**config.mk**
```make
export PLATFORM = sky130hd
export DESIGN_NAME = sec_watchdog
export DESIGN_NICKNAME = d
export VERILOG_FILES = /design/src/rtl/sec_wdt_pkg.sv /design/src/rtl/wdt_tick_gen.sv /design/src/rtl/wdt_countdown.sv /design/src/rtl/wdt_regs.sv /design/src/rtl/wdt_pulse.sv /design/src/rtl/sec_watchdog.sv
export SDC_FILE = /design/constraint.sdc
export NUM_CORES = 1
export LEC_CHECK = 0
export ABC_AREA = 1
export BUFFER_PORTS_ARGS = -buffer_cell sky130_fd_sc_hd__buf_2
export CAP_MARGIN = 5
export CORE_MARGIN = 1.5
export CORE_UTILIZATION = 50
export CTS_CLUSTER_DIAMETER = 60
export CTS_CLUSTER_SIZE = 40
export DETAILED_ROUTE_END_ITERATION = 16
export GPL_ROUTABILITY_DRIVEN = 1
export MAX_ROUTING_LAYER = met4
export PLACE_DENSITY = 0.69
export SLEW_MARGIN = 20
export SYNTH_ARGS = -nofsm -noshare
export SYNTH_HDL_FRONTEND = slang
export SYNTH_SLANG_ARGS = --single-unit
```
**constraint.sdc**
```tcl
create_clock -name clk -period 2.22 [get_ports clk]
set_input_delay 0.333 -clock clk [delete_from_list [all_inputs] [get_ports clk]]
set_output_delay 0.333 -clock clk [all_outputs]
set_load 0.01 [all_outputs]
```
**src/rtl/sec_wdt_pkg.sv**
```systemverilog
package sec_wdt_pkg;
  localparam int REG_W = 8;
  typedef logic [REG_W-1:0] reg_t;

  localparam int CTL_KBRST_BIT  = 1;
  localparam int CTL_MINUTE_BIT = 3;
  localparam int STS_FIRED_BIT  = 4;

  localparam reg_t CTL_MASK      = 8'h0E;
  localparam reg_t STS_KEEP_MASK = 8'hC0;
  localparam reg_t STS_FIRED     = 8'h10;
endpackage

```
**src/rtl/wdt_tick_gen.sv**
```systemverilog
module wdt_tick_gen #(
  parameter int CLK_PER_SEC = 125_000_000,
  parameter int MIN_DIV     = 60
) (
  input  logic clk,
  input  logic rst,
  input  logic restart,
  input  logic minute_mode,
  output logic unit_tick
);
  localparam int PW = (CLK_PER_SEC > 1) ? $clog2(CLK_PER_SEC) : 1;

  logic [PW-1:0] pre_q;
  logic          sec_tick;

  assign sec_tick = (pre_q == PW'(CLK_PER_SEC - 1));

  always_ff @(posedge clk) begin
    if (rst || restart)  pre_q <= '0;
    else if (sec_tick)   pre_q <= '0;
    else                 pre_q <= pre_q + 1'b1;
  end

  generate
    if (MIN_DIV > 1) begin : g_min
      localparam int MW = $clog2(MIN_DIV);
      logic [MW-1:0] min_q;
      logic          min_last;
      assign min_last = (min_q == MW'(MIN_DIV - 1));
      always_ff @(posedge clk) begin
        if (rst || restart) min_q <= '0;
        else if (sec_tick)  min_q <= min_last ? '0 : min_q + 1'b1;
      end
      assign unit_tick = sec_tick && (!minute_mode || min_last);
    end else begin : g_nomin
      assign unit_tick = sec_tick;
    end
  endgenerate
endmodule

```
**src/rtl/wdt_countdown.sv**
```systemverilog
module wdt_countdown
  import sec_wdt_pkg::*;
(
  input  logic clk,
  input  logic rst,
  input  logic load,
  input  reg_t load_val,
  input  logic tick,
  output reg_t count_q,
  output logic fire
);
  assign fire = tick && (count_q == reg_t'(1)) && !load;

  always_ff @(posedge clk) begin
    if (rst)                          count_q <= '0;
    else if (load)                    count_q <= load_val;
    else if (tick && count_q != '0)   count_q <= count_q - 1'b1;
  end
endmodule

```
**src/rtl/wdt_regs.sv**
```systemverilog
module wdt_regs
  import sec_wdt_pkg::*;
(
  input  logic clk,
  input  logic rst,
  input  logic ctl_we,
  input  logic sts_we,
  input  reg_t wr_data,
  input  logic fire,
  output reg_t ctl_q,
  output reg_t sts_q
);
  logic fired_d;

  always_comb begin
    if (fire)                                  fired_d = 1'b1;
    else if (sts_we && !wr_data[STS_FIRED_BIT]) fired_d = 1'b0;
    else                                       fired_d = sts_q[STS_FIRED_BIT];
  end

  always_ff @(posedge clk) begin
    if (rst) begin
      ctl_q <= '0;
      sts_q <= '0;
    end else begin
      if (ctl_we) ctl_q <= wr_data & CTL_MASK;
      sts_q <= ((sts_we ? wr_data : sts_q) & STS_KEEP_MASK) |
               (fired_d ? STS_FIRED : reg_t'(0));
    end
  end
endmodule

```
**src/rtl/wdt_pulse.sv**
```systemverilog
module wdt_pulse #(
  parameter int PULSE_CLKS = 16
) (
  input  logic clk,
  input  logic rst,
  input  logic fire,
  input  logic route_kb,
  output logic wdt_n,
  output logic kbrst_n
);
  localparam int CW = $clog2(PULSE_CLKS + 1);

  logic [CW-1:0] left_q;

  always_ff @(posedge clk) begin
    if (rst) begin
      left_q  <= '0;
      wdt_n   <= 1'b1;
      kbrst_n <= 1'b1;
    end else if (fire) begin
      left_q  <= CW'(PULSE_CLKS);
      wdt_n   <= 1'b0;
      kbrst_n <= !route_kb;
    end else if (left_q > CW'(1)) begin
      left_q  <= left_q - 1'b1;
    end else if (left_q == CW'(1)) begin
      left_q  <= '0;
      wdt_n   <= 1'b1;
      kbrst_n <= 1'b1;
    end
  end
endmodule

```
**src/rtl/sec_watchdog.sv**
```systemverilog
module sec_watchdog
  import sec_wdt_pkg::*;
#(
  parameter int          CLK_PER_SEC = 125_000_000,
  parameter int          MIN_DIV     = 60,
  parameter int          PULSE_CLKS  = 16,
  parameter logic [7:0]  OFF_TMR     = 8'hF6,
  parameter logic [7:0]  OFF_CTL     = 8'hF5,
  parameter logic [7:0]  OFF_STS     = 8'hF7
) (
  input  logic       clk,
  input  logic       rst,
  input  logic       wr_en,
  input  logic       rd_en,
  input  logic [7:0] addr,
  input  logic [7:0] wr_data,
  output logic [7:0] rd_data,
  output logic       rd_valid,
  output logic       wdt_n,
  output logic       kbrst_n
);
  logic tmr_we, ctl_we, sts_we;
  logic unit_tick, fire;
  reg_t count_q, ctl_q, sts_q;

  assign tmr_we = wr_en && (addr == OFF_TMR);
  assign ctl_we = wr_en && (addr == OFF_CTL);
  assign sts_we = wr_en && (addr == OFF_STS);

  wdt_tick_gen #(.CLK_PER_SEC(CLK_PER_SEC), .MIN_DIV(MIN_DIV)) u_tick (
    .clk(clk), .rst(rst), .restart(tmr_we),
    .minute_mode(ctl_q[CTL_MINUTE_BIT]), .unit_tick(unit_tick)
  );

  wdt_countdown u_cnt (
    .clk(clk), .rst(rst), .load(tmr_we), .load_val(wr_data),
    .tick(unit_tick), .count_q(count_q), .fire(fire)
  );

  wdt_regs u_regs (
    .clk(clk), .rst(rst), .ctl_we(ctl_we), .sts_we(sts_we),
    .wr_data(wr_data), .fire(fire), .ctl_q(ctl_q), .sts_q(sts_q)
  );

  wdt_pulse #(.PULSE_CLKS(PULSE_CLKS)) u_pulse (
    .clk(clk), .rst(rst), .fire(fire), .route_kb(ctl_q[CTL_KBRST_BIT]),
    .wdt_n(wdt_n), .kbrst_n(kbrst_n)
  );

  always_ff @(posedge clk) begin
    if (rst) begin
      rd_data  <= '0;
      rd_valid <= 1'b0;
    end else begin
      rd_valid <= rd_en;
      if (rd_en) begin
        if (addr == OFF_TMR)      rd_data <= count_q;
        else if (addr == OFF_CTL) rd_data <= ctl_q;
        else if (addr == OFF_STS) rd_data <= sts_q;
        else                      rd_data <= '0;
      end
    end
  end
endmodule

```
Word-level counts from Yosys, hierarchy flattened
Cells that the tools add are included.
{"block": "classes", "bitwise": 1, "reduce_logical": 22, "mul": 0, "addsub": 4, "n_shift": 0, "eq_ne": 8, "n_lt_le_gt_ge": 1, "div": 0, "mux": 17}
{"operator": "$mux 8", "count": 6}
{"operator": "$add 27x1->27 const B", "count": 1}
{"operator": "$eq 27x27->1 const B", "count": 1}
{"operator": "$eq 8x8->1 const B", "count": 3}
{"operator": "$mux 5", "count": 4}
{"operator": "$eq 8x1->1 const B", "count": 1}
{"operator": "$logic_and 1x1->1", "count": 8}
{"operator": "$or 8x8->8", "count": 1}
{"operator": "$reduce_bool 8->1", "count": 1}
{"operator": "$sub 8x1->8 const B", "count": 1}
{"operator": "$add 6x1->6 const B", "count": 1}
{"operator": "$eq 6x6->1 const B", "count": 1}
{"operator": "$mux 1", "count": 6}
{"operator": "$mux 6", "count": 1}
{"operator": "$reduce_bool 2->1", "count": 3}
{"operator": "$eq 5x1->1 const B", "count": 1}
{"operator": "$gt 5x1->1 const B", "count": 1}
{"operator": "$sub 5x1->5 const B", "count": 1}
{"operator": "$logic_not 1->1", "count": 4}
{"operator": "$reduce_or 2->1", "count": 2}
{"operator": "$reduce_bool 3->1", "count": 1}
{"operator": "$logic_or 1x1->1", "count": 2}
{"operator": "$ne 2x2->1 const B", "count": 1}
{"operator": "$reduce_and 2->1", "count": 1}
{"block": "totals", "inputBits": 20, "latch_bits": 0, "mem_bits_ro": 0, "out_inout_bits": 11, "regBits": 68, "word_cells": 64, "ram_bits": 0, "memories": 0}

Logic depth before layout (Yosys ltp)
Gate-level depths: netlist of run 1.
{"block": "depth", "ltp_word": 8, "depth_mapped": 10, "ltp_nobuf": 10}

By module
Synthesis of run 1 repeated with hierarchy kept, for this count alone.
{"block": "hier_totals", "cells_unflattened": 591, "area_unflattened_um2": 3931.3}
{"module": "wdt_tick_gen", "instances": 1, "seq_area_each_um2": 660.6, "area_each_um2": 2004.4, "cells_per_inst": 314}
{"module": "sec_watchdog", "instances": 1, "seq_area_each_um2": 180.2, "area_each_um2": 663.1, "cells_per_inst": 92}
{"module": "wdt_countdown", "instances": 1, "seq_area_each_um2": 160.2, "area_each_um2": 628.1, "cells_per_inst": 101}
{"module": "wdt_pulse", "instances": 1, "seq_area_each_um2": 140.1, "area_each_um2": 346.6, "cells_per_inst": 45}
{"module": "wdt_regs", "instances": 1, "seq_area_each_um2": 120.1, "area_each_um2": 289.0, "cells_per_inst": 39}

Least setup slack after synthesis of run 1
Ideal clock, no wire load.
{"block": "synth_path", "kind": "flip-flop to flip-flop", "startpoint": "register u_tick.pre_q[0]", "endpoint": "register u_tick.pre_q[20]", "arrival_ns": 1.354, "setup_slack_ns": 0.751, "setup_ns": 0.115, "path_buffers": 1, "required_ns": 2.105, "path_stages_with_launch": 10, "period_less_slack_ns": 1.469, "path_cell_list": "dfxtp_1 ha_1 nand3_2 inv_2 nand2_1 nor2_2 nand2_2 nand2_4 buf_4 nor2_1"}
{"block": "synth_between", "elab_chain_len": 2, "word_cells_on_any_way": 3, "classes_between": "1 x add/sub; 1 x eq/ne; 1 x reduce/logical"}
{"element": "from (decl)", "line_no": "wdt_tick_gen.sv:13", "rtl": "logic [PW-1:0] pre_q;"}
{"element": "from (signal assigned)", "line_no": "wdt_tick_gen.sv:21", "rtl": "else pre_q <= pre_q + 1'b1;"}
{"element": "parallel branches: the longest is 2 deep, another holds $add 27x1->27"}
Several ways; the timed one is not identified.
A chain may end at the register's enable or synchronous reset.

Worst setup path after layout of run 1
{"block": "layout_path", "startpoint": "register u_tick.pre_q[0]", "endpoint": "register u_tick.pre_q[18]"}
Same word-level chain as after synthesis.

==> results of run 1 <==
-- sequential cells by signal (all words and copies together), names as in the netlist, 3 cells and up --
register and flops:
u_regs.sts_q 3, u_tick.pre_q 27, u_tick.g_min.min_q 6, u_regs.ctl_q 3, rd_data 8, u_cnt.count_q 8
u_pulse.left_q 5
-- critical path, delay by kind of cell, from the launching register on --
kind	cells	cell delay (ns)
AND/OR/NAND/NOR	5	0.75
flip-flops	1	0.38
buffers and inverters	2	0.21
adder cells (fa/ha/maj)	1	0.21
AO/OA/AOI/OAI	2	0.14
-- synth_stat cells, types with 3 or more instances --
cell,instances
clkbuf_1,5
nand3b_1,3
nor2_2,7
inv_1,49
nand3_2,5
nand2_1,129
o211ai_1,10
o21ai_0,16
nor2_1,61
a21oi_1,32
dfxtp_1,63
xnor2_1,7
nand4_1,10
o21a_1,3
inv_2,7
ha_1,7
nor2_4,3
xor2_1,12
nand3_1,30
nand2_2,5
nor3_1,16
-- metrics by stage --
step                      total power [mW]  utilization (%)  area (um2)
after CTS                            2.640            57.56        3867
after global routing                 2.746            57.56        3867
final                                2.617            57.56        3867
after global placement               1.595            54.45        3659
after detailed placement             1.605            54.45        3659
after floorplan                      1.523                -        3433
-- cell families (layout without fill, tap and decap cells) --
| group | count (synthesis) | after routing | synth area share, % |
|---|---|---|---|
| flip-flops | 63 | 63 | 36.73 |
| AND/OR/NAND/NOR | 281 | 281 | 38.12 |
| adder cells (fa/ha/maj) | 7 | 7 | 2.551 |
| buffers and inverters | 65 | 105 | 7.508 |
| XOR/XNOR | 19 | 19 | 4.847 |
| AO/OA/AOI/OAI | 63 | 63 | 10.24 |
-- layer usage --
layer / track usage (%) / vias up / wire (um) / part of all wire, %
met4: 7.625 / 0 / 98 / 1.3
met2: 32.21 / 83 / 3306 / 44
met5: - / - / 0 / 0
met3: 5.101 / 7 / 369 / 4.9
met1: 30.97 / 1484 / 3728 / 50
li1: - / 1678 / - / -
-- worst max-delay path by stage --
stage | end | slack [ns] | cells after the start
2_1_floorplan | u_tick.pre_q[20]$_SDFF_PP0_ | 0.75 | 9
3_3_place_gp | u_tick.pre_q[18]$_SDFF_PP0_ | 0.48 | 10
3_5_place_dp | u_tick.pre_q[13]$_SDFF_PP0_ | 0.40 | 10
4_1_cts | u_tick.pre_q[13]$_SDFF_PP0_ | 0.40 | 10
5_1_grt | u_tick.pre_q[18]$_SDFF_PP0_ | 0.22 | 10
6_report | u_tick.pre_q[18]$_SDFF_PP0_ | 0.42 | 10
-- cell type report --
class / count / area (um2) / share of cell area (%)
Timing Repair Buffer: 33 / 172.7 / 4.465
Tap cell: 80 / 100.1 / 2.588
Clock inverter: 3 / 40.04 / 1.035
Clock buffer: 13 / 168.9 / 4.368
Inverter: 56 / 210.2 / 5.435
Sequential cell: 63 / 1261 / 32.61
Multi-Input combinational cell: 370 / 1914 / 49.50
-- power breakdown --
group / internal, mW / switching (mW)
clock: 0.607 / 0.432
sequential: 1.19 / 0.0369
combinational: 0.145 / 0.207
total: 1.94 / 0.676
==> flow_summary.yaml, run 1 <==
status:
  status: "finished, final reports clean"
clocking:
  cts_hold_buffers: 0
  insertion_delay_ns: 0.34
  cts_made_buffers: 9
  cts_buffer_depth: 2
  cts_sinks: 63
  cts_setup_buffers: 0
  path_clk_slew_ns: 0.07
  ctsResizeCount: 0
  cts_tree: "yes"
  cts_htree_levels: 3
  clockRootBuffer: "clkbuf_8"
logic_synthesis:
  synth-main-ff-cell: "dfxtp_1"
  ys_ff_latch: 63
  syn_nets: 525
  synth_largest_area_cell: "dfxtp_1"
  async_flop_share_pct: 0
  yosysWarnings: 0
  yosys-top-cells-area: "dfxtp_1, nand2_1, nor2_1"
  netlist_area_um2: 3433
  ys_seq_area_share_pct: 36.73
  syn_area_per_cell_um2: 6.894
  synthCells: 498
  ys_types: 35
  yosys.area.top_type_share_pct: 36.73
  synth_edf_count: 0
routing:
  vias: 3252
  drtAntennaViolNets: 0
  wire_per_inst_um: 12.14
  drc: 0
  drtIter0Drc: 206
  drtPass1Iterations: 6
  via_per_inst: 5.262
  drt_wl_total_um: 7503
critical_path:
  crit_start: "u_tick.pre_q[0]$_SDFF_PP0_"
  slowest_delay_ns: 0.38
  crit_arrival_ns: 2.03
  rr_worst_depth: 10
  rrSetupSlack_ns: 0.42
  worstPathCellList: "ha_1, nand3_2, inv_2, nand2_1, nor2_2, nand2_2, nand2_4, inv_2, o21ai_0, a21oi_1"
  critical_path.most_common_cell: "inv_2"
  regToRegEndpoint: "u_tick.pre_q[18]$_SDFF_PP0_"
  crit_fanout: 24
  r2r-start: "u_tick.pre_q[0]$_SDFF_PP0_"
  required_ns: 2.45
  setup.worst_path.class: "flip-flop to flip-flop"
  start_kind: "flip-flop"
  endpoint_kind: "flip-flop"
  slowest_stage: "dfxtp_1"
timing:
  worstMarginPinSlew_ns: 0.4564
  fmax_mhz: 554.1
  timing.hold.ws_ns: 0.2768
  setup_ws_ns: 0.4151
  slew_violations: 0
  max-slew-margin-rel_pct: 69.34
  skew_ns: 0.006555
  hold_violations: 0
  final-setup-viol-count: 0
  rsz0062_at_grt: "no"
  finalCritPeriodShare_pct: 81.30
  finalCriticalPeriod_ns: 1.805
  fin_tns_setup_ns: 0
layout:
  nets: 560
  drive_above_1_share_pct: 15.80
  fillers: 633
  final_cell_mix: "nand2_1, dfxtp_1, nor2_1"
  layoutNonFillerInstCount: 618
  synthToLayoutAreaGrowth_pct: 12.65
  final_common_cell: "nand2_1"
  num_antenna_cells: 0
global_routing:
  antenna_found_initial: 0
  grt.total_usage_pct: 22.39
  grt.overflow.total: 0
  grt_pass1_vias: 2799
  grt_max_degree: 25
  grt_pass1_wl_um: 12650
hold_path:
  whs_path_depth: 3
  min_from: "wr_data[3]"
  hold_path_end: "u_regs.ctl_q[3]$_SDFFE_PP0P_"
  holdCritPathClass: "input port to flip-flop"
pwr:
  power_density_nw_per_um2: 676.7
  irDropWorstVdd_mv: 0.3421
  leakage_nw: 1.561
floorplan:
  chipHeight_um: 85.87
  ioPinCount: 31
  dieArea_um2: 7373
  core_um2: 6719
  start_util_pct: 51.10
  rows: 30
  dieWidth_um: 85.87
placed_design:
  dp_worst_setup_slack_ns: 0.4032
  dpl.hpwl_um: 5665
  gp_congestion: 0.9747
  placedCellCount: 602
  io_buffer_count: 30
run:
  max-cap-violations: 0
(Power assumes the default switching activity.)
==> inputs of run 2 (changes only) <==
--- a/config.mk
+++ b/config.mk
@@ -15,7 +15,7 @@
 export DETAILED_ROUTE_END_ITERATION = 16
 export GPL_ROUTABILITY_DRIVEN = 1
 export MAX_ROUTING_LAYER = met4
-export PLACE_DENSITY = 0.69
+export PLACE_DENSITY = 0.72
 export SLEW_MARGIN = 20
 export SYNTH_ARGS = -nofsm -noshare
 export SYNTH_HDL_FRONTEND = slang
==> constraint.sdc (replaced) <==
create_clock -name clk -period 1.49 [get_ports clk]
set_input_delay 0.2235 -clock clk [delete_from_list [all_inputs] [get_ports clk]]
set_output_delay 0.2235 -clock clk [all_outputs]
set_load 0.01 [all_outputs]
==> flow_summary.yaml, run 2 (synthesis results as in run 1) <==
floorplan:
  core_um2: 6719
  chipHeight_um: 85.87
  start_util_pct: 51.10
  dieArea_um2: 7373
  dieWidth_um: 85.87
  rows: 30
  ioPinCount: 31
timing:
  worstMarginPinSlew_ns: 0.3381
  skew_ns: 0.008599
  slew_violations: 0
  fmax_mhz: 685.8
  max-slew-margin-rel_pct: 77.25
  setup_ws_ns: 0.03195
  rsz0062_at_grt: "yes"
  timing.hold.ws_ns: 0.1648
  final-setup-viol-count: 0
  finalCriticalPeriod_ns: 1.458
  finalCritPeriodShare_pct: 97.86
  hold_violations: 0
critical_path:
  crit_arrival_ns: 1.69
  slowest_stage: "dfxtp_2"
  required_ns: 1.73
  slowest_delay_ns: 0.35
  start_kind: "flip-flop"
  endpoint_kind: "flip-flop"
  rr_worst_depth: 9
  setup.worst_path.class: "flip-flop to flip-flop"
  rrSetupSlack_ns: 0.03
  worstPathCellList: "ha_4, nand3_4, inv_4, nand2_2, nor2_4, nand2_4, buf_6, o21ai_0, nor2_1"
  crit_fanout: 5
hold_path:
  holdCritPathClass: "input port to flip-flop"
  whs_path_depth: 3
pwr:
  power_density_nw_per_um2: 918.4
  clkPwrFrac_pct: 41.3
  p_sw_mw: 1.048
  p_sw_share_pct: 25.62
  irDropWorstVdd_mv: 0.6478
  leakage_nw: 1.886
  seq_power_share_pct: 44.6
  comb_power_share_pct: 14.0
  p_int_mw: 3.042
layout:
  final_cell_mix: "nand2_1, nor2_1, buf_4"
  nets: 605
  drive_above_1_share_pct: 31.90
  reg_top3: "u_tick.pre_q (27), rd_data (8), u_cnt.count_q (8)"
  layoutNonFillerInstCount: 663
  synthToLayoutAreaGrowth_pct: 29.70
  final_common_cell: "nand2_1"
  utilization_pct: 66.28
  largest_reg_flops: 27
  regMostFlops: "u_tick.pre_q"
  num_antenna_cells: 0
placed_design:
  dpl.hpwl_um: 6134
  placedCellCount: 640
  dp_worst_setup_slack_ns: -0.03264
  gp_congestion: 0.9272
  io_buffer_count: 30
clocking:
  clockRootBuffer: "clkbuf_8"
  cts_htree_levels: 3
  cts_buffer_depth: 2
  cts_made_buffers: 9
  cts_tree: "yes"
  cts_hold_buffers: 0
  insertion_delay_ns: 0.35
  cts_sinks: 63
  path_clk_slew_ns: 0.07
global_routing:
  grt.busiest_layer: "met2"
  grt_pass1_wl_um: 13780
  grt_max_degree: 18
  grtUsageMet1_pct: 32.04
  grt.total_usage_pct: 24.33
  grtUsageMet3_pct: 5.390
  met2_usage_pct: 36.51
  grt.overflow.total: 0
  grt_pass1_vias: 3112
  antenna_found_initial: 0
routing:
  vias: 3514
  drc: 0
  via_per_inst: 5.300
  drtIter0Drc: 188
  wire_per_inst_um: 12.84
  drtAntennaViolNets: 0
  drtPass1Iterations: 5
  drt_wl_total_um: 8514
status:
  status: "finished, final reports clean"
run:
  max-cap-violations: 0
## run 2: layout make-up
| class | instances | area, um2 |
|---|---|---|
| clock buffer | 13 | 158.9 |
| clock inverter | 3 | 65.06 |
| fill | 576 | 2266 |
| inverter | 56 | 212.7 |
| multi-input combinational | 371 | 2108 |
| sequential | 63 | 1294 |
| tap | 80 | 100.1 |
| timing repair buffer | 77 | 514.2 |
## run 2: path summary, 6_finish.rpt
| kind | from | endpoint |
|---|---|---|
| max reg2reg | u_tick.pre_q[0]$_SDFF_PP0_ | u_tick.g_min.min_q[2]$_SDFFE_PP0P_ |
| max | u_tick.pre_q[0]$_SDFF_PP0_ | u_tick.g_min.min_q[2]$_SDFFE_PP0P_ |
| min reg2reg | u_regs.sts_q[6]$_SDFFE_PP0N_ | u_regs.sts_q[6]$_SDFFE_PP0N_ |
| min | wr_data[2] | u_regs.ctl_q[2]$_SDFFE_PP0P_ |
## run 2: through the flow
stage | power, mW | instance area (um2) | setup TNS [ns]
floorplan | 2.270 | 3433 | 0
global placement | 2.392 | 3944 | -0.02092
detailed placement | 2.419 | 3944 | -0.3531
CTS | 4.113 | 4224 | 0
global route | 4.269 | 4453 | -0.2536
finish | 4.090 | 4453 | 0
## run 2: critical path, delay by kind of cell, from the launching register on
family,cells,cell delay (ns)
compound gates,1,0.14
flops,1,0.35
fa+ha+maj,1,0.15
simple gates,5,0.47
buf+inv,2,0.22
## run 2: what timing repair did
action | 4_1_cts | 5_1_grt
gates cloned | 1 | 0
pin swaps | 5 | 14
resized for setup | 8 | 72
setup endpoints to repair | 33 | 47
setup buffers | 4 | 2
## run 2: layer usage
layer / up-vias / routed length (um)
li1: 1767 / -
met1: 1632 / 3947
met2: 95 / 3988
met3: 20 / 412
met4: 0 / 166
met5: - / 0
## run 2: power groups by stage
stage / clock network (mW) / logic, mW / registers (mW)
2_1_floorplan: 0 / 0.412 / 1.86
3_3_place_gp: 0 / 0.533 / 1.86
3_5_place_dp: 0 / 0.555 / 1.86
4_1_cts: 1.72 / 0.565 / 1.83
5_1_grt: 1.79 / 0.644 / 1.83
6_report: 1.69 / 0.574 / 1.83
==> inputs of run 3 (changes only) <==
--- a/config.mk
+++ b/config.mk
@@ -16,6 +16,7 @@
 export GPL_ROUTABILITY_DRIVEN = 1
 export MAX_ROUTING_LAYER = met4
 export PLACE_DENSITY = 0.72
+export RECOVER_POWER = 100
 export SLEW_MARGIN = 20
 export SYNTH_ARGS = -nofsm -noshare
 export SYNTH_HDL_FRONTEND = slang
==> flow_summary.yaml, run 3 (synthesis results as in run 1) <==
status:
  status: "finished, final reports clean"
timing:
  rsz0062_at_grt: "yes"
  worstMarginPinSlew_ns: 0.7605
  max-slew-margin-rel_pct: 49.30
  skew_ns: 0.008315
  finalCritPeriodShare_pct: 97.05
  slew_violations: 0
  fin_tns_setup_ns: 0
  hold_violations: 0
  final-setup-viol-count: 0
  finalCriticalPeriod_ns: 1.446
  fmax_mhz: 691.5
placed_design:
  dpl.hpwl_um: 6134
  post_dp_cell_area_um2: 3944
  gp_congestion: 0.9272
  io_buffer_count: 30
critical_path:
  slowest_delay_ns: 0.35
  path_delay_family: "simple AND/OR/NAND/NOR gates"
  rrSetupSlack_ns: 0.04
  rr_worst_depth: 9
  worstPathCellList: "ha_4, nand3_4, inv_4, nand2_2, nor2_4, nand4_4, buf_6, nand3_2, a21oi_1"
  r2r-start: "u_tick.pre_q[0]$_SDFF_PP0_"
  endpoint_kind: "flip-flop"
  regToRegEndpoint: "u_cnt.count_q[5]$_SDFFE_PP0P_"
  crit_fanout: 5
  crit_cells: 9
  required_ns: 1.69
  crit_arrival_ns: 1.65
  setup.worst_path.class: "flip-flop to flip-flop"
  slowest_stage: "dfxtp_2"
  start_kind: "flip-flop"
  crit_buf_inv: 2
floorplan:
  dieWidth_um: 85.87
  ioPinCount: 31
  rows: 30
  core_um2: 6719
  dieArea_um2: 7373
  start_util_pct: 51.10
  chipHeight_um: 85.87
clocking:
  cts_tree: "yes"
  clockRootBuffer: "clkbuf_8"
  cts_buffer_depth: 2
  cts_sinks: 63
  insertion_delay_ns: 0.35
  cts_htree_levels: 3
  cts_made_buffers: 9
  path_clk_slew_ns: 0.07
run:
  max-cap-violations: 0
routing:
  drt_wl_total_um: 8531
  wire_per_inst_um: 12.87
  drtAntennaViolNets: 0
  drtPass1Iterations: 4
  drc: 0
  drtIter0Drc: 191
  via_per_inst: 5.306
  vias: 3518
pwr:
  irDropWorstVdd_mv: 0.6477
  finalPower_mw: 4.075
  power_density_nw_per_um2: 927.3
  leakage_nw: 1.831
layout:
  largest_reg_flops: 27
  num_antenna_cells: 0
  final_cell_mix: "nand2_1, nor2_1, dfxtp_1"
  design_area_um2: 4394
  synthToLayoutAreaGrowth_pct: 27.99
  drive_above_1_share_pct: 28.82
  regMostFlops: "u_tick.pre_q"
  final_common_cell: "nand2_1"
  reg_top3: "u_tick.pre_q (27), rd_data (8), u_cnt.count_q (8)"
  nets: 605
global_routing:
  grt.overflow.total: 0
  grtUsageMet3_pct: 5.390
  met2_usage_pct: 36.51
  grt.total_usage_pct: 24.33
  grt.busiest_layer: "met2"
  grt_max_degree: 18
  antenna_found_initial: 0
  grt_pass1_vias: 3112
  grt_pass1_wl_um: 13780
  grtUsageMet1_pct: 32.04
hold_path:
  holdCritPathClass: "input port to flip-flop"
  min_from: "wr_data[2]"
  whs_path_depth: 3
  hold_path_end: "u_regs.ctl_q[2]$_SDFFE_PP0P_"
[run 3: changes by cell type in the layout (fill, tap and decap cells not counted), sizes merged]
cell    change
buf        -17
clkbuf     +17
[run 3: worst max path at each step]
stage	slack (ns)	startpoint	endpoint
after floorplan	0.02	u_tick.pre_q[0]$_SDFF_PP0_	u_tick.pre_q[20]$_SDFF_PP0_
after global placement	-0.008	u_tick.pre_q[4]$_SDFF_PP0_	u_pulse.left_q[1]$_SDFFE_PP0P_
after detailed placement	-0.03	u_tick.pre_q[0]$_SDFF_PP0_	u_tick.pre_q[5]$_SDFF_PP0_
after CTS	0.008	u_tick.pre_q[7]$_SDFF_PP0_	u_tick.pre_q[26]$_SDFF_PP0_
after global routing	-0.07	u_tick.pre_q[11]$_SDFF_PP0_	u_tick.g_min.min_q[2]$_SDFFE_PP0P_
final	0.04	u_tick.pre_q[0]$_SDFF_PP0_	u_cnt.count_q[5]$_SDFFE_PP0P_
[run 3: per-layer routing]
layer	part of all wire, %	vias to the layer above
li1	-	1772
met1	46	1642
met2	47	86
met3	5.0	18
met4	1.9	0
met5	0	-
[run 3: repair_timing]
action,CTS,global route
setup buffers,4,2
hold buffers,0,0
setup endpoints to repair,33,47
cloned,1,0
pin swaps,5,14
gates resized for setup,8,72
[run 3: area by class of cell]
cell class	instances	area (um2)
inverter	56	212.7
tap	80	100.1
fill	584	2325
multi-input combinational	371	2078
clock inverter	3	65.06
clock buffer	13	158.9
timing repair buffer	77	485.5
sequential	63	1294
[run 3: metrics by stage]
step	utilization, %	instances	setup WS [ns]	hold slack, ns
3_3_place_gp	58.70	640	-0.008161	0.4531
6_report	65.40	663	0.04391	0.1645
5_1_grt	65.40	663	-0.06721	0.1647
3_5_place_dp	58.70	640	-0.03264	0.4546
4_1_cts	62.87	661	0.007668	0.1536
2_1_floorplan	-	498	0.02093	0.2926
[run 3: tightest hold or removal path: stages]
cell and delay [ns]:
buf_2 0.11, nand3_1 0.08, a21oi_1 0.06
[run 3: where the power goes]
group          switching [mW]  internal [mW]
Combinational           0.328          0.235
Clock                   0.654           1.03
Sequential             0.0592           1.77
